[src/rtl/nand_hecc_pkg.sv]
package nand_hecc_pkg;
  localparam int unsigned IDX_W  = 8;   // 256-byte block
  localparam int unsigned COL_W  = 6;
  localparam int unsigned BYTE_W = 8;

  // bit j of a byte belongs to column group k when bit (k/2) of j equals k%2
  function automatic logic [BYTE_W-1:0] col_mask(input int unsigned k);
    logic [BYTE_W-1:0] m;
    for (int unsigned j = 0; j < BYTE_W; j++)
      m[j] = (((j >> (k / 2)) & 1) == (k % 2));
    return m;
  endfunction
endpackage

[src/rtl/hecc_byte_par.sv]
module hecc_byte_par
  import nand_hecc_pkg::*;
(
  input  logic [BYTE_W-1:0] d_i,
  output logic [COL_W-1:0]  col_o,
  output logic              odd_o
);
  for (genvar k = 0; k < COL_W; k++) begin : g_col
    localparam logic [BYTE_W-1:0] MASK = col_mask(k);
    assign col_o[k] = ^(d_i & MASK);
  end
  assign odd_o = ^d_i;
endmodule

[src/rtl/hecc_accum.sv]
module hecc_accum
  import nand_hecc_pkg::*;
(
  input  logic              clk_i,
  input  logic              rst_ni,
  input  logic              start_i,
  input  logic              valid_i,
  input  logic [COL_W-1:0]  col_i,
  input  logic              odd_i,
  output logic [COL_W-1:0]  col_o,
  output logic [IDX_W-1:0]  lpa_o,
  output logic [IDX_W-1:0]  lpb_o,
  output logic              done_o
);
  localparam logic [IDX_W-1:0] LAST_IDX = {IDX_W{1'b1}};

  logic [COL_W-1:0] col_q;
  logic [IDX_W-1:0] lpa_q, lpb_q, cnt_q;
  logic             active_q, done_q;

  logic             sop, take;
  logic [COL_W-1:0] col_base;
  logic [IDX_W-1:0] lpa_base, lpb_base, idx;

  assign sop      = valid_i & start_i;
  assign take     = valid_i & (start_i | active_q);
  assign col_base = sop ? '0 : col_q;
  assign lpa_base = sop ? '0 : lpa_q;
  assign lpb_base = sop ? '0 : lpb_q;
  assign idx      = sop ? '0 : cnt_q;

  always_ff @(posedge clk_i or negedge rst_ni) begin
    if (!rst_ni) begin
      col_q    <= '0;
      lpa_q    <= '0;
      lpb_q    <= '0;
      cnt_q    <= '0;
      active_q <= 1'b0;
      done_q   <= 1'b0;
    end else if (take) begin
      col_q <= col_base ^ col_i;
      lpa_q <= odd_i ? (lpa_base ^ idx)  : lpa_base;
      lpb_q <= odd_i ? (lpb_base ^ ~idx) : lpb_base;
      cnt_q <= idx + 1'b1;
      if (idx == LAST_IDX) begin
        active_q <= 1'b0;
        done_q   <= 1'b1;
      end else begin
        active_q <= 1'b1;
        done_q   <= 1'b0;
      end
    end
  end

  assign col_o  = col_q;
  assign lpa_o  = lpa_q;
  assign lpb_o  = lpb_q;
  assign done_o = done_q;

  AST_START_INDEX: assert property (@(posedge clk_i) disable iff (!rst_ni)
    sop |=> (cnt_q == IDX_W'(1)) && active_q && !done_q);

  AST_IDLE_HOLD: assert property (@(posedge clk_i) disable iff (!rst_ni)
    !valid_i |=> $stable(col_q) && $stable(lpa_q) && $stable(lpb_q) && $stable(cnt_q));

  AST_IGNORE_AFTER_DONE: assert property (@(posedge clk_i) disable iff (!rst_ni)
    done_q && !sop |=> done_q && $stable(col_q) && $stable(lpa_q) && $stable(lpb_q));

  AST_DONE_AT_END: assert property (@(posedge clk_i) disable iff (!rst_ni)
    $rose(done_q) |-> $past(cnt_q) == LAST_IDX && $past(take));
endmodule

[src/rtl/hecc_pack.sv]
module hecc_pack
  import nand_hecc_pkg::*;
#(
  parameter bit ALT_ORDER = 1'b0
) (
  input  logic [COL_W-1:0] col_i,
  input  logic [IDX_W-1:0] lpa_i,
  input  logic [IDX_W-1:0] lpb_i,
  output logic [7:0]       ecc0_o,
  output logic [7:0]       ecc1_o,
  output logic [7:0]       ecc2_o
);
  localparam int unsigned HALF = IDX_W / 2;

  logic [7:0] w_hi, w_lo;

  for (genvar t = 0; t < HALF; t++) begin : g_ilv
    assign w_hi[7-2*t] = lpa_i[IDX_W-1-t];
    assign w_hi[6-2*t] = lpb_i[IDX_W-1-t];
    assign w_lo[7-2*t] = lpa_i[HALF-1-t];
    assign w_lo[6-2*t] = lpb_i[HALF-1-t];
  end

  if (ALT_ORDER) begin : g_alt
    assign ecc0_o = ~w_lo;
    assign ecc1_o = ~w_hi;
  end else begin : g_std
    assign ecc0_o = ~w_hi;
    assign ecc1_o = ~w_lo;
  end

  assign ecc2_o = {~col_i, 2'b11};
endmodule

[src/rtl/nand_hecc_gen.sv]
module nand_hecc_gen
  import nand_hecc_pkg::*;
#(
  parameter bit ALT_ORDER = 1'b0
) (
  input  logic       clk_i,
  input  logic       rst_ni,
  input  logic       start_i,
  input  logic       valid_i,
  input  logic [7:0] data_i,
  output logic       done_o,
  output logic [7:0] ecc0_o,
  output logic [7:0] ecc1_o,
  output logic [7:0] ecc2_o
);
  logic [COL_W-1:0] byte_col, col_acc;
  logic             byte_odd;
  logic [IDX_W-1:0] lpa, lpb;

  hecc_byte_par u_par (
    .d_i   (data_i),
    .col_o (byte_col),
    .odd_o (byte_odd)
  );

  hecc_accum u_acc (
    .clk_i   (clk_i),
    .rst_ni  (rst_ni),
    .start_i (start_i),
    .valid_i (valid_i),
    .col_i   (byte_col),
    .odd_i   (byte_odd),
    .col_o   (col_acc),
    .lpa_o   (lpa),
    .lpb_o   (lpb),
    .done_o  (done_o)
  );

  hecc_pack #(.ALT_ORDER(ALT_ORDER)) u_pack (
    .col_i  (col_acc),
    .lpa_i  (lpa),
    .lpb_i  (lpb),
    .ecc0_o (ecc0_o),
    .ecc1_o (ecc1_o),
    .ecc2_o (ecc2_o)
  );

  AST_DONE_HOLD: assert property (@(posedge clk_i) disable iff (!rst_ni)
    done_o && !(valid_i && start_i) |=>
      $stable(ecc0_o) && $stable(ecc1_o) && $stable(ecc2_o));
endmodule

[config.mk]
export PLATFORM = sky130hd
export DESIGN_NAME = nand_hecc_gen
export DESIGN_NICKNAME = d
export VERILOG_FILES = /design/src/rtl/nand_hecc_pkg.sv /design/src/rtl/hecc_byte_par.sv /design/src/rtl/hecc_accum.sv /design/src/rtl/hecc_pack.sv /design/src/rtl/nand_hecc_gen.sv
export SDC_FILE = /design/constraint.sdc
export NUM_CORES = 1
export LEC_CHECK = 0
export BUFFER_PORTS_ARGS = -buffer_cell sky130_fd_sc_hd__buf_2
export CAP_MARGIN = 5
export CORE_MARGIN = 2
export CORE_UTILIZATION = 40
export CTS_CLUSTER_DIAMETER = 150
export DETAILED_ROUTE_END_ITERATION = 8
export GPL_TIMING_DRIVEN = 0
export HOLD_SLACK_MARGIN = 0.15
export PLACE_DENSITY = 0.71
export SYNTH_ARGS = -nofsm -noshare
export SYNTH_HDL_FRONTEND = slang
export SYNTH_SLANG_ARGS = --single-unit
export TNS_END_PERCENT = 5
[constraint.sdc]
create_clock -name clk_i -period 1.6 [get_ports clk_i]
set_clock_uncertainty 0.05 [all_clocks]
set_input_delay 0.24 -clock clk_i [delete_from_list [all_inputs] [get_ports clk_i]]
set_output_delay 0.24 -clock clk_i [all_outputs]
set_load 0.005 [all_outputs]
==> results.py <==
metrics = {
    "setup_path": {
        "worstSetupPathType": "input port to flip-flop",
        "critPathMostFrequentCell": "xor2_4",
        "endpoint_kind": "flip-flop",
        "r2r-start": "u_acc.active_q$_DFFE_PN0P_",
        "crit_slowest_cell": "or3_1",
        "regToRegSetupSlack_ps": 120,
        "worstPathCellList": "buf_2, xor2_4, xor2_4, xnor2_4, buf_4, or3_1, a31o_2",
        "reg2reg_depth": 4,
        "slowest_delay_ps": 340,
        "critPathLaunchType": "input port",
        "required_ps": 1740,
        "worst_path_dominant_cell_family": "XOR/XNOR gates",
        "worst-path-buf-inv": 2,
        "critPathMaxFanout": 4,
        "timing.rr.end": "u_acc.lpb_o[6]$_DFFE_PN0P_",
        "arrival_ps": 1740,
    },
    "worst_hold_path": {
        "hold_start": "valid_i",
        "min-delay-path-class": "input port to flip-flop",
        "holdPathStages": 4,
        "min_to": "u_acc.lpa_o[7]$_DFFE_PN0P_",
    },
    "cts": {
        "htree_levels": 2,
        "clk_pin_slew_ps": 70,
        "clock_latency_ps": 300,
        "cts_buffer_depth": 2,
        "numCtsBuffers": 5,
        "cts-root-buf": "clkbuf_8",
        "clock_sinks": 32,
        "cts_tree": "done",
    },
    "floorplanning": {
        "io_pins": 37,
        "rows": 25,
        "die_x_um": 73.8,
        "die_area_um2": 5450,
        "die_y_um": 73.8,
        "core-area_um2": 4720,
        "start_util_pct": 41.3,
    },
    "yosys": {
        "ys_seq_elements": 32,
        "yosysMostFrequentCell": "dfrtp_1",
        "synth_cell_types": 38,
        "synthCells": 234,
        "synth_commonest_cells": "dfrtp_1 (32), inv_1 (31), nand2_1 (28)",
        "synthFlopType": "dfrtp_1",
        "yosysSeqAreaShare_pct": 41.1,
        "synth-edff-count": 0,
        "synthesis.area_um2": 1950,
        "synth.top_cell.area_share_pct": 41.1,
        "synthTopCellsByArea": "dfrtp_1 (41%), xnor2_1 (6.3%), inv_1 (6.0%)",
        "async_reset_ff_share_pct": 100,
        "synth_area_leader_cell": "dfrtp_1",
        "post_synth.cell_area_avg_um2": 8.33,
        "ys_warn_count": 0,
    },
    "sta": {
        "fin_crit_sh_pct": 100,
        "worstMarginPinSlew_ps": 727,
        "clock.fmax_mhz": 624,
        "hold_slack_ps": 260,
        "fin_ws_ps": -3.06,
        "slew_violations": 0,
        "min_period_ps": 1600,
        "rsz0062_at_grt": "yes",
        "max_slew_margin_pct": 51.5,
        "hold_viol_final": 0,
        "finalSetupTns_ps": -3.06,
        "setup_viol": 1,
    },
    "route": {
        "wirelength_um": 4850,
        "routedWlPerCell_um": 13.9,
        "first_pass_iters": 4,
        "detail-route-antenna-nets": 0,
        "drtIter0Drc": 124,
        "vias": 1825,
        "drcViolationCount": 0,
        "via_per_inst": 5.24,
    },
    "placed_design": {
        "place_congestion": 0.839,
        "io_buffer_count": 34,
        "dpl.hpwl_um": 3290,
        "postPlaceCellArea_um2": 2260,
        "dpl.cell_count": 336,
    },
    "global_route": {
        "grt_pass1_vias": 1729,
        "grt_antenna_before_repair": 0,
        "overflow": 0,
        "grt_pass1_wl_um": 8060,
        "grt_max_degree": 33,
        "met2_usage_pct": 30.5,
        "grt.busiest_layer": "met2",
        "grt_use_met1_pct": 25.4,
        "grt_usage_pct": 19.3,
        "grt_util_met3_pct": 5.76,
    },
    "run_status": {
        "violations": "negative setup slack",
        "status": "complete, but fails checks",
    },
    "power_and_ir_drop": {
        "powerDensity_nw_per_um2": 1210,
        "p_leak_nw": 1.11,
        "ir_drop_uv": 589,
    },
    "final_layout": {
        "syn_to_final_growth_pct": 28.5,
        "final_layout_size_suffix_gt1_share_pct": 27.0,
        "fill_cells": 435,
        "fin_cells": 348,
        "final_cell_area_um2": 2500,
        "nets": 292,
        "n_antenna_cell": 0,
    },
    "run": {
        "max_cap_viol_count": 0,
    },
}
[what timing repair did]
item,CTS,global route
hold buffers,1,0
pin swaps,1,5
gates cloned,0,0
buffers inserted,0,5
hold endpoints to repair,32,0
setup endpoints to repair,24,28
resized for setup,6,12
[stage by stage]
step	power, mW	util, %	setup slack [ps]
after floorplan	1.74	-	12.1
after global placement	2.07	47.9	-340
after detailed placement	2.10	47.9	-379
after CTS	2.89	50.9	3.79
after global routing	3.23	53.0	-84.4
final	3.03	53.0	-3.06
[logic make-up after synthesis]
family | share of synthesized area (%)
simple gates | 16.7
flops | 41.1
buf+inv | 10.3
compound gates | 22.9
xor+xnor | 8.92
other cells | 0.192
[registers in the layout, indices dropped and copies added (netlist names)]
name	count
u_acc.cnt_q	8
u_acc.lpa_o	8
u_acc.lpb_o	8
u_acc.col_o	6
u_acc.active_q	1
u_acc.done_o	1
[worst min-delay path, cell delays in order]
cell,delay [ps]
buf_2,110
nand2b_1,70
or4_1,110
nand2_1,40
[cells in the final DEF, fill, tap and decap left out, drive strengths merged, types with 2 or more instances in the layout]
cell,instances
a21oi,18
dfrtp,32
o21ai,11
clkbuf,15
nor2,13
or3,6
xor2,5
xnor2,14
nor4,6
a221oi,8
nand4,2
o311ai,2
nand3,5
buf,46
inv,31
conb,2
a31o,6
nand2,28
a21o,12
o31ai,3
[report_power, final]
part	total (mW)	switching (mW)	leakage, nW	internal (mW)
Clock	0.780	0.318	0.0552	0.462
Combinational	1.12	0.605	0.647	0.517
Sequential	1.12	0.138	0.409	0.986
Total	3.03	1.06	1.11	1.97
[cell type report]
type                            count  area, um2  share of cell area, %
Multi-Input combinational cell    154       1090                   43.5
Sequential cell                    32        802                   32.0
Timing Repair Buffer               40        218                   8.69
Inverter                           31        116                   4.65
Tap cell                           67       83.8                   3.35
Clock inverter                      2       35.0                   1.40
Clock buffer                        6       72.6                   2.90
Buffer                             16       88.8                   3.55
[how the worst max path moves through the flow]
stage,start,to,slack (ps),depth (start not counted)
floorplan,u_acc.active_q$_DFFE_PN0P_,u_acc.lpa_o[5]$_DFFE_PN0P_,10,5
global placement,data_i[1],u_acc.lpb_o[1]$_DFFE_PN0P_,-340,7
detailed placement,u_acc.active_q$_DFFE_PN0P_,u_acc.col_o[1]$_DFFE_PN0P_,-380,6
CTS,data_i[1],u_acc.lpb_o[5]$_DFFE_PN0P_,4,7
global route,data_i[3],u_acc.lpa_o[4]$_DFFE_PN0P_,-80,7
finish,data_i[3],u_acc.lpa_o[4]$_DFFE_PN0P_,-3,7
[per-layer routing]
metal,part of all wire [%],up-vias
met4,0.91,0
li1,-,882
met5,0,-
met2,49,42
met3,4.7,6
met1,45,895
Note: power is estimated with default switching activity, not from simulation.
